[src/rtl/acc_fault_pkg.sv]
package acc_fault_pkg;
  localparam int ATTR_W = 2;
  localparam int CTRL_W = 2;

  typedef enum logic [ATTR_W-1:0] {
    ATTR_USR_INSN = 2'd0,
    ATTR_USR_DATA = 2'd1,
    ATTR_SUP_INSN = 2'd2,
    ATTR_SUP_DATA = 2'd3
  } fl_attr_e;

  typedef enum logic [CTRL_W-1:0] {
    CTL_NO_HIT  = 2'd0,
    CTL_SINGLE  = 2'd1,
    CTL_OVERLAP = 2'd2,
    CTL_RSVD    = 2'd3
  } fl_ctrl_e;
endpackage

[src/rtl/acc_fault_slot.sv]
module acc_fault_slot
  import acc_fault_pkg::*;
#(
  parameter int MASTER_W = 4,
  parameter int ADDR_W   = 32,
  parameter int PID_W    = 8,
  localparam int REC_W   = MASTER_W + ATTR_W + 1 + CTRL_W + ADDR_W + PID_W
) (
  input  logic                clk,
  input  logic                rst,
  input  logic                hit,
  input  logic                clr,
  input  logic [MASTER_W-1:0] master,
  input  logic [ATTR_W-1:0]   attr,
  input  logic                write,
  input  logic [CTRL_W-1:0]   ctrl,
  input  logic [ADDR_W-1:0]   addr,
  input  logic [PID_W-1:0]    pid,
  output logic                flag_o,
  output logic [REC_W-1:0]    rec_o
);
  logic                flag_q;
  logic [MASTER_W-1:0] master_q;
  fl_attr_e            attr_q;
  logic                write_q;
  fl_ctrl_e            ctrl_q;
  logic [ADDR_W-1:0]   addr_q;
  logic [PID_W-1:0]    pid_q;
  logic                take;

  // a fault wins when the slot is free or is being freed this cycle
  always_comb take = hit && (!flag_q || clr);

  always_ff @(posedge clk) begin
    if (rst) begin
      flag_q   <= 1'b0;
      master_q <= '0;
      attr_q   <= ATTR_USR_INSN;
      write_q  <= 1'b0;
      ctrl_q   <= CTL_NO_HIT;
      addr_q   <= '0;
      pid_q    <= '0;
    end else if (take) begin
      flag_q   <= 1'b1;
      master_q <= master;
      attr_q   <= fl_attr_e'(attr);
      write_q  <= write;
      ctrl_q   <= fl_ctrl_e'(ctrl);
      addr_q   <= addr;
      pid_q    <= pid;
    end else if (clr) begin
      flag_q   <= 1'b0;
    end
  end

  assign flag_o = flag_q;
  assign rec_o  = {master_q, attr_q, write_q, ctrl_q, addr_q, pid_q};
endmodule

[src/rtl/acc_fault_rdmux.sv]
module acc_fault_rdmux #(
  parameter int NUM_PORTS = 5,
  parameter int REC_W     = 49,
  parameter int SEL_W     = 3
) (
  input  logic                       clk,
  input  logic                       rst,
  input  logic [NUM_PORTS*REC_W-1:0] rec_flat,
  input  logic [NUM_PORTS-1:0]       flags,
  input  logic                       rd_en,
  input  logic [SEL_W-1:0]           rd_sel,
  output logic                       rd_valid,
  output logic                       rd_flag,
  output logic [REC_W-1:0]           rd_rec
);
  logic in_range;
  always_comb in_range = int'(rd_sel) < NUM_PORTS;

  always_ff @(posedge clk) begin
    if (rst) begin
      rd_valid <= 1'b0;
      rd_flag  <= 1'b0;
      rd_rec   <= '0;
    end else begin
      rd_valid <= rd_en;
      if (rd_en) begin
        if (in_range) begin
          rd_rec  <= rec_flat[int'(rd_sel)*REC_W +: REC_W];
          rd_flag <= flags[rd_sel];
        end else begin
          rd_rec  <= '0;
          rd_flag <= 1'b0;
        end
      end
    end
  end
endmodule

[src/rtl/acc_fault_log.sv]
module acc_fault_log
  import acc_fault_pkg::*;
#(
  parameter int NUM_PORTS = 5,
  parameter int MASTER_W  = 4,
  parameter int ADDR_W    = 32,
  parameter int PID_W     = 8,
  localparam int SEL_W    = (NUM_PORTS > 1) ? $clog2(NUM_PORTS) : 1
) (
  input  logic                          clk,
  input  logic                          rst,
  input  logic [NUM_PORTS-1:0]          fault_valid,
  input  logic [NUM_PORTS*MASTER_W-1:0] fault_master,
  input  logic [NUM_PORTS*ATTR_W-1:0]   fault_attr,
  input  logic [NUM_PORTS-1:0]          fault_write,
  input  logic [NUM_PORTS*CTRL_W-1:0]   fault_ctrl,
  input  logic [NUM_PORTS*ADDR_W-1:0]   fault_addr,
  input  logic [NUM_PORTS*PID_W-1:0]    fault_pid,
  input  logic [NUM_PORTS-1:0]          err_clr,
  output logic [NUM_PORTS-1:0]          err_flag,
  input  logic                          rd_en,
  input  logic [SEL_W-1:0]              rd_sel,
  output logic                          rd_valid,
  output logic                          rd_flag,
  output logic [MASTER_W-1:0]           rd_master,
  output logic [ATTR_W-1:0]             rd_attr,
  output logic                          rd_write,
  output logic [CTRL_W-1:0]             rd_ctrl,
  output logic [ADDR_W-1:0]             rd_addr,
  output logic [PID_W-1:0]              rd_pid
);
  localparam int REC_W = MASTER_W + ATTR_W + 1 + CTRL_W + ADDR_W + PID_W;

  logic [NUM_PORTS*REC_W-1:0] rec_flat;
  logic [REC_W-1:0]           rd_rec;

  for (genvar p = 0; p < NUM_PORTS; p++) begin : g_slot
    acc_fault_slot #(
      .MASTER_W(MASTER_W), .ADDR_W(ADDR_W), .PID_W(PID_W)
    ) u_slot (
      .clk    (clk),
      .rst    (rst),
      .hit    (fault_valid[p]),
      .clr    (err_clr[p]),
      .master (fault_master[p*MASTER_W +: MASTER_W]),
      .attr   (fault_attr[p*ATTR_W +: ATTR_W]),
      .write  (fault_write[p]),
      .ctrl   (fault_ctrl[p*CTRL_W +: CTRL_W]),
      .addr   (fault_addr[p*ADDR_W +: ADDR_W]),
      .pid    (fault_pid[p*PID_W +: PID_W]),
      .flag_o (err_flag[p]),
      .rec_o  (rec_flat[p*REC_W +: REC_W])
    );
  end

  acc_fault_rdmux #(
    .NUM_PORTS(NUM_PORTS), .REC_W(REC_W), .SEL_W(SEL_W)
  ) u_rdmux (
    .clk      (clk),
    .rst      (rst),
    .rec_flat (rec_flat),
    .flags    (err_flag),
    .rd_en    (rd_en),
    .rd_sel   (rd_sel),
    .rd_valid (rd_valid),
    .rd_flag  (rd_flag),
    .rd_rec   (rd_rec)
  );

  assign {rd_master, rd_attr, rd_write, rd_ctrl, rd_addr, rd_pid} = rd_rec;
endmodule

[config.mk]
export PLATFORM = sky130hd
export DESIGN_NAME = acc_fault_log
export DESIGN_NICKNAME = d
export VERILOG_FILES = /design/src/rtl/acc_fault_pkg.sv /design/src/rtl/acc_fault_slot.sv /design/src/rtl/acc_fault_rdmux.sv /design/src/rtl/acc_fault_log.sv
export SDC_FILE = /design/constraint.sdc
export NUM_CORES = 1
export LEC_CHECK = 0
export BUFFER_PORTS_ARGS = -buffer_cell sky130_fd_sc_hd__buf_4
export CAP_MARGIN = 20
export CELL_PAD_IN_SITES_DETAIL_PLACEMENT = 1
export CELL_PAD_IN_SITES_GLOBAL_PLACEMENT = 2
export CORE_MARGIN = 5
export CORE_UTILIZATION = 30
export CTS_CLUSTER_DIAMETER = 100
export DETAILED_ROUTE_END_ITERATION = 8
export GPL_TIMING_DRIVEN = 0
export PLACE_DENSITY = 0.84
export SLEW_MARGIN = 20
export SYNTH_ARGS = -nofsm -noshare
export SYNTH_HDL_FRONTEND = slang
export SYNTH_SLANG_ARGS = --single-unit
[constraint.sdc]
create_clock -name clk -period 1.6 [get_ports clk]
set_input_delay 0 -clock clk [delete_from_list [all_inputs] [get_ports clk]]
set_output_delay 0 -clock clk [all_outputs]
set_load 0.05 [all_outputs]
==> flow_summary.ini, run 1 <==
[sta]
skew_ps = 16.8
relSlewSlack = 0.409
worst_pin_slew_ps = 886
setup_slack_ps = -23.2
fin_crit_sh = 1.01
setup_violations = 2
slew_violations = 0
rsz0062_at_grt = true
finalHoldViolations = 0
fmax_mhz = 616
period_minus_slack_ps = 1620

[floorplanning]
die_x_um = 220
dieArea_um2 = 48300
initial_core_util = 0.305
dieHeight_um = 220
placementRows = 76
ioPinCount = 317
core_um2 = 43300

[global_route]
antenna_found_initial = 3
grt_max_degree = 20
grt-ovfl-total = 0
grt_pass1_wl_um = 92600
grt.total_usage = 0.249
grt_pass1_vias = 15733

[clocking]
cts_root_buffer = clkbuf_16
clkTransAtPathRegs_ps = 60
post_cts_buffers = 0
cts_tree = yes
worstSkewPairLatency_ps = 530
cts_buffers = 36
htree_num_levels = 2
clock_sinks = 301
cts_max_path_buffers = 3

[power_and_ir_drop]
power.density_nw_per_um2 = 1020
power.leakage_nw = 7.81
ir_drop_v = 0.000579

[synth]
synth_cell_types = 23
synthXorXnorAreaFrac = 0
synthMuxAreaShare = 0.0854
synth_compound_area_frac = 0.254
yosysWarningCount = 0
synthCells = 1553
synth_top_family_by_area = compound AO/OA/AOI/OAI gates
syn_area_per_cell_um2 = 8.49
yosys.area_share.simple = 0.128
syn_nets = 1814
synthAdderAreaFrac = 0
synth_seq_cells = 301
ys_seq_area_frac = 0.457
netlist_area_um2 = 13200

[placement]
place_area_um2 = 16200
numPortBuffers = 309
gp_congestion = 0.850
hpwl_um = 45400

[routing]
vias_per_cell = 5.34
finalWirelength_um = 62900
vias = 14755
drt_iter0_markers = 1004
routedWlPerCell_um = 22.8
dr.pass1.iters = 5
final_antenna_net_count = 0
drcViolationCount = 0

[critical_path]
worstPathArrival_ps = 2070
reg2reg_from = g_slot[2].u_slot.flag_o
reg2reg_depth = 5
critPathLaunch = g_slot[2].u_slot.flag_o
path_max_fanout = 10
end_kind = flip-flop
critPathLaunchType = flip-flop
worst-setup-path-type = reg2reg
worstPathRequired_ps = 2050

[min_path]
worstHoldStart = rd_en
min_path_type = in2reg
holdPathStages = 3

[final_layout]
layout-drive-gt1-share = 0.247
utilization = 0.462
area_growth_syn_to_layout_pct = 51.6
final_nets = 2404
fillers = 5047
final_design_area_no_fill_um2 = 20000

[run_status]
outcome = complete, but fails checks
violations = negative setup slack

[flow_run]
maxCapViolations = 0
-- path summary, 6_finish.rpt --
| kind | end | slack [ps] |
|---|---|---|
| max | g_slot[2].u_slot.addr_q[24] | -20 |
| min | u_rdmux.rd_rec[5] | 30 |
| max reg2reg | g_slot[2].u_slot.addr_q[24] | -20 |
| min reg2reg | g_slot[3].u_slot.addr_q[26] | 470 |
-- power by group --
part           switching [W]  internal (W)  leakage (nW)  total (W)
clock                0.00336       0.00535         0.605    0.00871
sequential          0.000253       0.00795          2.48    0.00820
combinational        0.00190       0.00157          4.73    0.00346
-- synthesized netlist by cell type, drive strengths merged --
master | count | area, um2
a21oi | 250 | 1250
a311oi | 50 | 438
a32oi | 50 | 438
and2b | 5 | 37.5
buf | 31 | 196
clkbuf | 160 | 762
dfxtp | 301 | 6030
dlygate4sd1 | 1 | 8.76
inv | 6 | 22.5
mux2 | 100 | 1130
nand2 | 50 | 188
nand2b | 5 | 31.3
nand3 | 245 | 1230
nor2 | 51 | 191
nor2b | 3 | 18.8
o21ai | 245 | 1230
-- layout make-up --
cell class                      instances  area [um2]  share of cell area
Multi-Input combinational cell       1054        6170               0.309
Sequential cell                       301        6030               0.301
Timing Repair Buffer                  558        4810               0.241
Clock buffer                           52        1040              0.0521
Buffer                                186         968              0.0484
Tap cell                              585         732              0.0366
Clock inverter                         13         203              0.0101
Inverter                                6        22.5             0.00113
Antenna cell                            6        15.0            0.000751
-- cell families after synthesis --
kind of cell / after synthesis
DFF: 301
muxes: 100
AOI/OAI and AO/OA: 595
and+or+nand+nor: 359
buffers and inverters: 198
-- flip-flops by register name (all words and copies together), names as in the netlist --
register	count
g_slot.u_slot.addr_q	160
g_slot.u_slot.attr_q	10
g_slot.u_slot.ctrl_q	10
g_slot.u_slot.flag_o	5
g_slot.u_slot.master_q	20
g_slot.u_slot.pid_q	40
g_slot.u_slot.write_q	5
u_rdmux.rd_flag	1
u_rdmux.rd_rec	49
u_rdmux.rd_valid	1
-- placed cells by master, fill, tap and decap left out --
| cell | instances |
|---|---|
| clkinvlp_4 | 2 |
| dlygate4sd1_1 | 1 |
| clkinv_2 | 4 |
| clkbuf_8 | 20 |
| nor2b_1 | 3 |
| nand2_1 | 50 |
| clkbuf_16 | 37 |
| buf_1 | 3 |
| a32oi_1 | 50 |
| dlygate4sd3_1 | 249 |
| mux2_2 | 100 |
| and2b_1 | 5 |
| inv_1 | 6 |
| o21ai_1 | 6 |
| clkbuf_4 | 4 |
| bufinv_16 | 5 |
| a311oi_1 | 50 |
| buf_2 | 17 |
| nor2_1 | 51 |
| buf_6 | 2 |
| buf_4 | 321 |
| nand2b_1 | 5 |
| clkbuf_2 | 23 |
| clkbuf_1 | 119 |
| diode_2 | 6 |
| o21ai_0 | 239 |
| a21oi_1 | 250 |
| inv_6 | 2 |
| nand3_1 | 245 |
| dfxtp_1 | 301 |
-- worst max-delay path: stages (launching register included) --
cell	delay (ps)
dfxtp_1	340
nand2b_1	80
clkbuf_1	260
buf_1	460
nand3_1	200
a21oi_1	200
-- routing by layer --
metal / wire (um) / global-route usage / part of all wire
met1: 26500 / 0.314 / 0.42
met2: 30700 / 0.429 / 0.49
met3: 3390 / 0.0429 / 0.054
met4: 2200 / 0.0897 / 0.035
met5: 0 / 0 / 0
-- through the flow --
stage                     instances  worst slack (ps)  setup TNS, ps  hold WS, ps  total power, W
after floorplan                1553               408              0          148         0.00988
after global placement         2447              -127          -1340          268          0.0112
after detailed placement       2447              -147          -2140          272          0.0113
after CTS                      2756              9.81              0         9.27          0.0205
after global routing           2758             -86.6          -1120         62.4          0.0211
final                          2761             -23.2          -40.9         33.6          0.0204
-- what timing repair did --
item                                    in CTS  in global routing
endpoints found under the hold margin      260                  0
endpoints found under the setup margin      58                126
hold buffers                               249                  0
gates resized for setup                      5                 31
cloned                                       0                  0
Note: power is estimated with default switching activity, not from simulation.
==> inputs of run 2 (changes only) <==
--- a/config.mk
+++ b/config.mk
@@ -15,6 +15,7 @@
 export DETAILED_ROUTE_END_ITERATION = 8
 export GPL_TIMING_DRIVEN = 0
 export PLACE_DENSITY = 0.84
+export SETUP_SLACK_MARGIN = 0.05
 export SLEW_MARGIN = 20
 export SYNTH_ARGS = -nofsm -noshare
 export SYNTH_HDL_FRONTEND = slang
==> constraint.sdc (replaced) <==
create_clock -name clk -period 1.7 [get_ports clk]
set_input_delay 0 -clock clk [delete_from_list [all_inputs] [get_ports clk]]
set_output_delay 0 -clock clk [all_outputs]
set_load 0.05 [all_outputs]
==> flow_summary.ini, run 2 (synthesis results as in run 1) <==
[placement]
gp_congestion = 0.850
hpwl_um = 45400
dpl.cell_count = 2447
place_area_um2 = 16200
numPortBuffers = 309

[final_layout]
largest_register_ff_count = 160
fillers = 5039
final_design_area_no_fill_um2 = 20000
layout_common_cells = buf_4, dfxtp_1, a21oi_1, dlygate4sd3_1, nand3_1
top_regs = g_slot.u_slot.addr_q (160), u_rdmux.rd_rec (49), g_slot.u_slot.pid_q (40)
final-instance-count-excl-fill = 2760
regMostFlops = g_slot.u_slot.addr_q
final_common_cell = buf_4
layout-drive-gt1-share = 0.248
area_growth_syn_to_layout_pct = 51.7
final_nets = 2404

[power_and_ir_drop]
power.share.clock = 0.427
power_frac_seq = 0.402
power.leakage_nw = 7.82
total_power_w = 0.0192
ir_drop_v = 0.000544
power.density_nw_per_um2 = 959
comb_power_share = 0.170
swShare = 0.271
internal_power_w = 0.0140
p_sw_w = 0.00519

[global_route]
grt-ovfl-total = 0
antenna_found_initial = 3
grt_pass1_wl_um = 92800
grt_max_degree = 20
grt_pass1_vias = 15747
grt.total_usage = 0.250

[floorplanning]
die_x_um = 220
core_um2 = 43300
placementRows = 76
dieArea_um2 = 48300
dieHeight_um = 220
initial_core_util = 0.305
ioPinCount = 317

[clocking]
cts_tree = yes
cts_buffers = 36
cts_root_buffer = clkbuf_16
cts_max_path_buffers = 3
post_cts_buffers = 0
clock_sinks = 301
htree_num_levels = 2
worstSkewPairLatency_ps = 530
clkTransAtPathRegs_ps = 60

[sta]
fin_crit_sh = 0.926
finalHoldViolations = 0
relSlewSlack = 0.388
worst_pin_slew_ps = 918
skew_ps = 17.2
rsz0062_at_grt = false
setup_violations = 0
slew_violations = 0
fmax_mhz = 635
period_minus_slack_ps = 1570

[critical_path]
worst-setup-path-type = reg2reg
path_max_fanout = 10
end_kind = flip-flop
crit_path_end = g_slot[4].u_slot.ctrl_q[0]
critPathLaunchType = flip-flop
reg2reg_from = g_slot[4].u_slot.flag_o
worstPathArrival_ps = 2020
r2r_setup_slack_ps = 130
reg2reg_depth = 5
r2r-end = g_slot[4].u_slot.ctrl_q[0]
critPathLaunch = g_slot[4].u_slot.flag_o
worstPathRequired_ps = 2150

[routing]
final_antenna_net_count = 0
drt_iter0_markers = 1056
vias = 14719
routedWlPerCell_um = 22.8
vias_per_cell = 5.33
finalWirelength_um = 63000
dr.pass1.iters = 5
drcViolationCount = 0

[min_path]
min_path_type = in2reg

[run_status]
outcome = complete, no violations

[flow_run]
maxCapViolations = 0
-- run 2: cell types whose count changed in the layout (fill, tap and decap cells not counted), sizes merged --
| cell | before | now |
|---|---|---|
| clkbuf | 203 | 206 |
| diode | 6 | 5 |
| buf | 343 | 340 |
-- run 2: repair_timing --
action	4_1_cts	5_1_grt
setup endpoints to repair	27	88
resized for setup	4	33
hold buffers	250	0
endpoints found under the hold margin	260	0
-- run 2: per-stage QoR --
| step | TNS (ps) | setup WS, ps | utilization | hold slack, ps |
|---|---|---|---|---|
| 2_1_floorplan | 0 | 508 | - | 148 |
| 3_3_place_gp | -26.8 | -26.8 | 0.375 | 268 |
| 3_5_place_dp | -48.8 | -46.7 | 0.375 | 272 |
| 4_1_cts | 0 | 66.0 | 0.462 | 9.27 |
| 5_1_grt | 0 | 66.4 | 0.462 | 62.4 |
| 6_report | 0 | 126 | 0.462 | 51.7 |
-- run 2: worst min-delay path by stage --
stage,cells after the start,from,to,slack [ps]
2_1_floorplan,2,fault_addr[0],g_slot[0].u_slot.addr_q[0],150
3_3_place_gp,3,fault_addr[145],g_slot[4].u_slot.addr_q[17],270
3_5_place_dp,3,fault_addr[45],g_slot[1].u_slot.addr_q[13],270
4_1_cts,4,fault_valid[1],g_slot[1].u_slot.ctrl_q[1],9
5_1_grt,3,rd_en,u_rdmux.rd_rec[0],60
6_report,4,fault_valid[0],g_slot[0].u_slot.addr_q[11],50
-- run 2: layout make-up --
type,instances,area (um2),area share
clock inverter,13,203,0.0101
clock buffer,52,1040,0.0521
inverter,6,22.5,0.00113
buffer,186,970,0.0485
antenna,5,12.5,0.000626
tap,585,732,0.0366
multi-input combinational,1054,6180,0.309
sequential,301,6030,0.301
timing repair buffer,558,4810,0.241
-- run 2: power groups by stage --
stage / logic (W) / registers [W] / clock network (W)
after CTS: 0.00323 / 0.00771 / 0.00834
after detailed placement: 0.00275 / 0.00786 / 0
after floorplan: 0.00129 / 0.00801 / 0
after global placement: 0.00270 / 0.00784 / 0
final: 0.00327 / 0.00772 / 0.00819
after global routing: 0.00350 / 0.00775 / 0.00863
-- run 2: metal layers --
layer	vias up	wire [um]	global-route usage
met1	7252	26500	0.314
li1	6867	-	-
met3	131	3410	0.0429
met4	0	2290	0.0915
met2	469	30800	0.430
met5	-	0	0
-- run 2: worst max-delay path: stages, from the launching register on --
cell	delay, ps
dfxtp_1	350
nand2b_1	80
clkbuf_1	340
clkbuf_2	310
nand3_1	210
a21oi_1	190
